===== src/rtl/irq_nest_pkg.sv =====
package irq_nest_pkg;
  localparam int PRIO_W = 4;
  localparam int LVL_W  = PRIO_W + 1;
  localparam logic [LVL_W-1:0] THREAD_LVL = 5'd16;

  typedef enum logic [1:0] {
    CFG_ENABLE = 2'd0,
    CFG_PRIO   = 2'd1,
    CFG_GROUP  = 2'd2,
    CFG_CLEAR  = 2'd3
  } cfg_kind_e;

  // Bits of the urgency value that form the preemption field for a group.
  function automatic logic [PRIO_W-1:0] preempt_mask(input logic [2:0] grp);
    case (grp)
      3'd0:    return 4'b0000;
      3'd1:    return 4'b1000;
      3'd2:    return 4'b1100;
      3'd3:    return 4'b1110;
      default: return 4'b1111;
    endcase
  endfunction

  // Preemption level of a value: subpriority bits zeroed, widened so the
  // thread level (16) sits above every handler level.
  function automatic logic [LVL_W-1:0] preempt_level(input logic [PRIO_W-1:0] nib,
                                                     input logic [2:0] grp);
    return {1'b0, nib & preempt_mask(grp)};
  endfunction

  function automatic logic group_legal(input logic [7:0] val);
    return val <= 8'd4;
  endfunction
endpackage


===== src/rtl/irq_line_bank.sv =====
module irq_line_bank #(
  parameter int N = 16,
  parameter logic [N-1:0] PULSE_LINES = '0
) (
  input  logic                     clk,
  input  logic                     rst_n,
  input  logic [N-1:0]             req_in,
  input  logic                     en_wr,
  input  logic                     prio_wr,
  input  logic                     clr_wr,
  input  logic [$clog2(N)-1:0]     cfg_line,
  input  logic                     en_bit,
  input  logic [3:0]               prio_nib,
  input  logic                     take_hit,
  input  logic [$clog2(N)-1:0]     take_line,
  output logic [N-1:0]             pend,
  output logic [N-1:0]             enab,
  output logic [N-1:0][3:0]        prio,
  output logic [N-1:0]             set_evt
);
  localparam int LW = $clog2(N);

  for (genvar g = 0; g < N; g++) begin : g_line
    logic sel;
    logic taken;
    assign sel   = (cfg_line == LW'(g));
    assign taken = take_hit && (take_line == LW'(g));

    if (PULSE_LINES[g]) begin : g_pulse
      logic req_d;
      always_ff @(posedge clk) begin
        if (!rst_n) req_d <= 1'b0;
        else        req_d <= req_in[g];
      end
      assign set_evt[g] = req_in[g] & ~req_d;
    end else begin : g_level
      assign set_evt[g] = req_in[g];
    end

    always_ff @(posedge clk) begin
      if (!rst_n) begin
        pend[g] <= 1'b0;
        enab[g] <= 1'b0;
        prio[g] <= '0;
      end else begin
        if (set_evt[g])                 pend[g] <= 1'b1;
        else if ((clr_wr && sel) || taken) pend[g] <= 1'b0;
        if (en_wr && sel)   enab[g] <= en_bit;
        if (prio_wr && sel) prio[g] <= prio_nib;
      end
    end
  end
endmodule


===== src/rtl/irq_win_pick.sv =====
module irq_win_pick #(
  parameter int N = 16
) (
  input  logic [N-1:0]          elig,
  input  logic [N-1:0][3:0]     prio,
  output logic                  found,
  output logic [$clog2(N)-1:0]  idx,
  output logic [3:0]            nib
);
  localparam int LW = $clog2(N);

  // Whole value compares preemption then subpriority; strict "<" keeps
  // the lowest index on a tie.
  always_comb begin
    found = 1'b0;
    idx   = '0;
    nib   = 4'hF;
    for (int i = 0; i < N; i++) begin
      if (elig[i] && (!found || (prio[i] < nib))) begin
        found = 1'b1;
        idx   = LW'(i);
        nib   = prio[i];
      end
    end
  end
endmodule


===== src/rtl/irq_lvl_stack.sv =====
module irq_lvl_stack
  import irq_nest_pkg::*;
#(
  parameter int N     = 16,
  parameter int DEPTH = 4
) (
  input  logic                        clk,
  input  logic                        rst_n,
  input  logic                        push,
  input  logic [LVL_W-1:0]            push_lvl,
  input  logic [$clog2(N)-1:0]        push_line,
  input  logic                        pop,
  output logic [LVL_W-1:0]            cur_lvl,
  output logic [$clog2(DEPTH+1)-1:0]  depth,
  output logic [N-1:0]                active,
  output logic                        err,
  output logic                        push_over,
  output logic                        pop_under
);
  localparam int LW = $clog2(N);
  localparam int DW = $clog2(DEPTH + 1);
  localparam int SW = (DEPTH > 1) ? $clog2(DEPTH) : 1;

  logic [LVL_W-1:0] lvl_mem  [DEPTH];
  logic [LW-1:0]    line_mem [DEPTH];
  logic [SW-1:0]    top_idx;
  logic [SW-1:0]    put_idx;
  logic             empty;
  logic             full;

  assign empty     = (depth == '0);
  assign full      = (depth == DW'(DEPTH));
  assign top_idx   = SW'(depth - 1'b1);
  assign put_idx   = SW'(depth);
  assign cur_lvl   = empty ? THREAD_LVL : lvl_mem[top_idx];
  assign push_over = push && !pop && full;
  assign pop_under = pop && empty;

  always_ff @(posedge clk) begin
    if (!rst_n) begin
      depth  <= '0;
      active <= '0;
      err    <= 1'b0;
      for (int k = 0; k < DEPTH; k++) begin
        lvl_mem[k]  <= '0;
        line_mem[k] <= '0;
      end
    end else if (pop) begin
      if (empty) begin
        err <= 1'b1;
      end else begin
        active[line_mem[top_idx]] <= 1'b0;
        depth <= depth - 1'b1;
      end
    end else if (push) begin
      active[push_line] <= 1'b1;
      if (full) begin
        err <= 1'b1;
      end else begin
        lvl_mem[put_idx]  <= push_lvl;
        line_mem[put_idx] <= push_line;
        depth <= depth + 1'b1;
      end
    end
  end
endmodule


===== src/rtl/irq_nest_arb.sv =====
module irq_nest_arb
  import irq_nest_pkg::*;
#(
  parameter int N          = 16,
  parameter int NEST_DEPTH = 4,
  parameter logic [N-1:0] PULSE_LINES = {N{1'b1}} << (N / 2)
) (
  input  logic                             clk,
  input  logic                             rst_n,
  input  logic                             cfg_we,
  input  logic [1:0]                       cfg_kind,
  input  logic [$clog2(N)-1:0]             cfg_line,
  input  logic [7:0]                       cfg_data,
  input  logic [N-1:0]                     irq_req,
  output logic                             irq_valid,
  output logic [$clog2(N)-1:0]             irq_vec,
  input  logic                             irq_ack,
  output logic                             take_stb,
  output logic [$clog2(N)-1:0]             take_vec,
  input  logic                             ret_stb,
  output logic [4:0]                       cur_level,
  output logic [$clog2(NEST_DEPTH+1)-1:0]  nest_depth,
  output logic [N-1:0]                     active,
  output logic [N-1:0]                     pending,
  output logic                             stk_err
);
  localparam int LW = $clog2(N);

  cfg_kind_e          kind;
  logic [2:0]         grp_q;
  logic [N-1:0]       enab;
  logic [N-1:0][3:0]  prio;
  logic [N-1:0]       set_evt;
  logic               win_found;
  logic [LW-1:0]      win_idx;
  logic [3:0]         win_nib;
  logic [LVL_W-1:0]   cand_lvl;
  logic               take_fire;
  logic               push_over;
  logic               pop_under;

  assign kind = cfg_kind_e'(cfg_kind);

  irq_line_bank #(.N(N), .PULSE_LINES(PULSE_LINES)) bank_i (
    .clk       (clk),
    .rst_n     (rst_n),
    .req_in    (irq_req),
    .en_wr     (cfg_we && kind == CFG_ENABLE),
    .prio_wr   (cfg_we && kind == CFG_PRIO),
    .clr_wr    (cfg_we && kind == CFG_CLEAR),
    .cfg_line  (cfg_line),
    .en_bit    (cfg_data[0]),
    .prio_nib  (cfg_data[7:4]),
    .take_hit  (take_fire),
    .take_line (win_idx),
    .pend      (pending),
    .enab      (enab),
    .prio      (prio),
    .set_evt   (set_evt)
  );

  irq_win_pick #(.N(N)) pick_i (
    .elig  (pending & enab),
    .prio  (prio),
    .found (win_found),
    .idx   (win_idx),
    .nib   (win_nib)
  );

  assign cand_lvl  = preempt_level(win_nib, grp_q);
  assign irq_valid = win_found && (cand_lvl < cur_level) && !ret_stb;
  assign irq_vec   = win_idx;
  assign take_fire = irq_valid && irq_ack;

  irq_lvl_stack #(.N(N), .DEPTH(NEST_DEPTH)) stack_i (
    .clk       (clk),
    .rst_n     (rst_n),
    .push      (take_fire),
    .push_lvl  (cand_lvl),
    .push_line (win_idx),
    .pop       (ret_stb),
    .cur_lvl   (cur_level),
    .depth     (nest_depth),
    .active    (active),
    .err       (stk_err),
    .push_over (push_over),
    .pop_under (pop_under)
  );

  always_ff @(posedge clk) begin
    if (!rst_n) begin
      grp_q    <= '0;
      take_stb <= 1'b0;
      take_vec <= '0;
    end else begin
      if (cfg_we && kind == CFG_GROUP && group_legal(cfg_data))
        grp_q <= cfg_data[2:0];
      take_stb <= take_fire;
      if (take_fire) take_vec <= win_idx;
    end
  end
endmodule


===== config.mk =====
export PLATFORM = sky130hd
export DESIGN_NAME = irq_nest_arb
export DESIGN_NICKNAME = d
export VERILOG_FILES = /design/src/rtl/irq_nest_pkg.sv /design/src/rtl/irq_line_bank.sv /design/src/rtl/irq_win_pick.sv /design/src/rtl/irq_lvl_stack.sv /design/src/rtl/irq_nest_arb.sv
export SDC_FILE = /design/constraint.sdc
export NUM_CORES = 1
export LEC_CHECK = 0
export ABC_AREA = 0
export BUFFER_PORTS_ARGS = -buffer_cell sky130_fd_sc_hd__buf_2
export CAP_MARGIN = 20
export CORE_ASPECT_RATIO = 1.4
export CORE_MARGIN = 2
export CORE_UTILIZATION = 33
export CTS_CLUSTER_DIAMETER = 120
export CTS_CLUSTER_SIZE = 28
export DETAILED_ROUTE_END_ITERATION = 10
export HOLD_SLACK_MARGIN = 0.06
export PLACE_DENSITY = 0.55
export SLEW_MARGIN = 25
export SYNTH_ARGS = -nofsm -noshare
export SYNTH_HDL_FRONTEND = slang
export SYNTH_SLANG_ARGS = --single-unit
export TNS_END_PERCENT = 1

===== constraint.sdc =====
create_clock -name clk -period 36.4 [get_ports clk]
set_input_delay 7.28 -clock clk [delete_from_list [all_inputs] [get_ports clk]]
set_output_delay 7.28 -clock clk [all_outputs]
set_load 0.01 [all_outputs]

==> metrics.yaml <==
global_route:
  grt_usage: 0.202
  grt.overflow.total: 0
  grt_pass1_vias: 9276
  grt_max_degree: 100
  grt_pass1_wl_mm: 52.6
  antenna_found_initial: 0
timing:
  final.setup.worst_slack_ns: 3.06
  max-slew-margin-rel: 0.352
  final-hold-violation-count: 0
  layout_min_cycle_time_ns: 33.34
  fin_setup_tns_ns: 0
  period_share: 0.916
  rsz0062_at_grt: "false"
  timing.fmax_mhz: 30.0
  drv_slew: 0
  worst_clock_skew_ns: 0.0109
  worst_pin_slew_ns: 0.965
  setup_viol: 0
cts:
  cts-root-buf: "clkbuf_16"
  clockBufferDepth: 2
  cts_resized: 0
  cts.sinks: 164
  cts_htree_levels: 4
  clk_pin_slew_ns: 0.07
  cts_hold_buffers: 0
  cts_buffers: 17
  clk_latency_ns: 0.45
  cts_tree: "built"
  postCtsSetupBuffers: 0
power_and_ir_drop:
  power_frac_comb: 0.143
  internal_power_uw: 311
  seqPwrFrac: 0.449
  switching_share: 0.284
  leakagePower_uw: 0.00459
  ir_drop_mv: 0.0335
  p_per_area_nw_per_um2: 36.1
  p_clk_frac: 0.409
  switching_power_uw: 123
finish:
  synthToLayoutAreaGrowth_pct: 12.8
  layout-drive-gt1-share: 0.166
  nNetsFinal: 1391
  diodes: 0
  post-route-util: 0.379
  fillers: 3303
setup_path:
  cpPeakStageDelay_ns: 0.65
  cp-end-kind: "primary output"
  crit_slowest_cell: "or4b_2"
  crit_path_frequent_cell: "ha_1"
  reg2reg_depth: 128
  crit_arrival_ns: 26.06
  required_ns: 29.12
  path_class: "reg -> out"
  cp_max_fo: 9
  critPathLaunchType: "register"
yosys:
  synth_cell_type_count: 109
  seq_area_frac_synth: 0.338
  synth_edf_count: 32
  synth_largest_area_cell: "dfxtp_1"
  yosysWarnings: 0
  syn_inst: 1271
  netlist_area_um2: 10700
  synthFlopType: "dfxtp_1"
  synth_top_area_frac: 0.248
  synthTopCellsByArea: "dfxtp_1, edfxtp_1, nand2_1, a21boi_0, mux2i_1"
  ys_ff_latch: 164
  async_flop_share: 0
  syn_nets: 1331
  syn_area_per_cell_um2: 8.39
die:
  initial_core_util: 0.336
  io_pins: 86
  die_y_um: 217
  core_um2: 31700
  die_area_um2: 33800
  die_w_um: 156
  row_count: 77
routing:
  drt_pass1_iterations: 7
  ant_nets: 0
  drc_errors: 0
  drt-vias-per-instance: 5.59
  drt-initial-drc-count: 714
  wire_per_inst_um: 19.6
  finalWirelength_mm: 34.1
  via_count: 9722
flow_run:
  max_cap_violations: 0
status:
  outcome: "finished, final reports clean"
hold_path:
  hp-class: "reg -> reg"
  min_path_cells: 1
placed_design:
  place_hpwl_mm: 26.2
  dp_slack_ns: 3.78
  gp_congestion: 0.919
  io_buffer_count: 85
[area by class of cell]
| type | count | area [um2] | share of cell area |
|---|---|---|---|
| Multi-Input combinational cell | 1002 | 6660 | 0.554 |
| Timing Repair Buffer | 97 | 518 | 0.0431 |
| Clock buffer | 22 | 464 | 0.0386 |
| Inverter | 49 | 184 | 0.0153 |
| Tap cell | 395 | 494 | 0.0411 |
| Clock inverter | 10 | 101 | 0.00843 |
| Sequential cell | 164 | 3600 | 0.300 |
[per-stage QoR]
step	instances	total power, uW	instance area, um2	hold WS, ns
2_1_floorplan	1271	238	10700	0.388
3_3_place_gp	1707	261	11500	0.394
3_5_place_dp	1707	261	11500	0.400
4_1_cts	1739	438	12000	0.410
5_1_grt	1739	451	12000	0.439
6_report	1739	434	12000	0.404
[layer usage]
metal | track usage | up-vias | part of all wire
li1 | - | 4784 | -
met1 | 0.240 | 4676 | 0.42
met2 | 0.366 | 212 | 0.52
met3 | 0.0260 | 50 | 0.035
met4 | 0.0774 | 0 | 0.030
met5 | 0 | - | 0
[path summary, 6_finish.rpt]
kind,startpoint,to,slack (ns)
setup reg to reg,bank_i.pend[0]$_SDFFE_PN0P_,stack_i.line_mem[3][2]$_DFFE_PP_,8.72
setup / recovery,bank_i.pend[0]$_SDFFE_PN0P_,irq_valid,3.06
hold reg to reg,bank_i.g_line[12].g_pulse.req_d$_SDFF_PN0_,bank_i.pend[12]$_SDFFE_PN0P_,0.40
hold / removal,bank_i.g_line[12].g_pulse.req_d$_SDFF_PN0_,bank_i.pend[12]$_SDFFE_PN0P_,0.40
[state kept, by name (all words and copies together), names as in the netlist]
register,count
bank_i.enab,16
stack_i.line_mem,16
stack_i.lvl_mem,16
take_stb,1
bank_i.g_line.g_pulse.req_d,8
grp_q,3
bank_i.pend,16
take_vec,4
bank_i.prio,64
stack_i.err,1
stack_i.depth,3
stack_i.active,16
[cell families (layout without fill, tap and decap cells)]
group                    Yosys count  in the layout  synth area share
flip-flops                       164            164             0.338
buffers and inverters            105            178            0.0397
AO/OA/AOI/OAI                    371            371             0.268
multiplexers                      68             68            0.0740
AND/OR/NAND/NOR                  525            525             0.240
adder cells (fa/ha/maj)           30             30            0.0344
XOR/XNOR                           8              8           0.00657
[layout by cell type (no fill, tap or decap), types with 7 or more instances in the layout]
cell and count:
nand2_1 177, dfxtp_1 132, nor2_1 92, nand3_1 91, buf_2 84, o21ai_0 66, a21boi_0 66, inv_1 48
mux2i_1 46, a21oi_1 40, nor2b_1 33, edfxtp_1 32, ha_1 25, nand2b_1 21, and2_1 21, clkbuf_16 17
a21o_1 15, or2_2 15, nor3_1 14, o22ai_1 14, o211ai_1 13, buf_4 13, o21a_1 12, nand4_1 11
o2111ai_1 10, a211oi_1 10, o211a_1 9, a31oi_1 8, mux2_2 8, and3_1 8, o21ai_1 7
[synthesized netlist by cell type (5+ instances only)]
cell and number:
nand2_1 177, dfxtp_1 132, nor2_1 93, nand3_1 91
a21boi_0 66, o21ai_0 66, inv_1 48, mux2i_1 46
clkbuf_1 44, a21oi_1 40, nor2b_1 33, edfxtp_1 32
ha_1 25, and2_1 21, nand2b_1 21, a21o_1 15
nor3_1 15, or2_2 15, o22ai_1 14, o211ai_1 13
o21a_1 12, nand4_1 11, a211oi_1 10, o2111ai_1 10
o211a_1 9, a31oi_1 8, and3_1 8, mux2_2 8
o21ai_1 7, a21boi_1 6, mux2_4 6, nor4_1 6
a211oi_2 5, a22o_1 5, buf_2 5, mux4_2 5
or3_1 5, or4_1 5, xor2_1 5
[worst max-delay path, delay by kind of cell (launching register included)]
kind / cells / cell delay [ns]
AOI/OAI and AO/OA: 45 / 9.77
and+or+nand+nor: 47 / 8.51
adders and majority gates: 16 / 3.89
muxes: 7 / 1.99
buffers and inverters: 11 / 0.95
DFF: 1 / 0.47
[power groups by stage]
stage	clock [uW]	combinational (uW)	sequential (uW)
after CTS	181	62.2	195
final	177	61.9	195
after detailed placement	0	61.9	199
after global routing	187	68.2	195
after floorplan	0	39.9	198
after global placement	0	62.0	199
No activity file was read; power rests on OpenSTA's default activity.
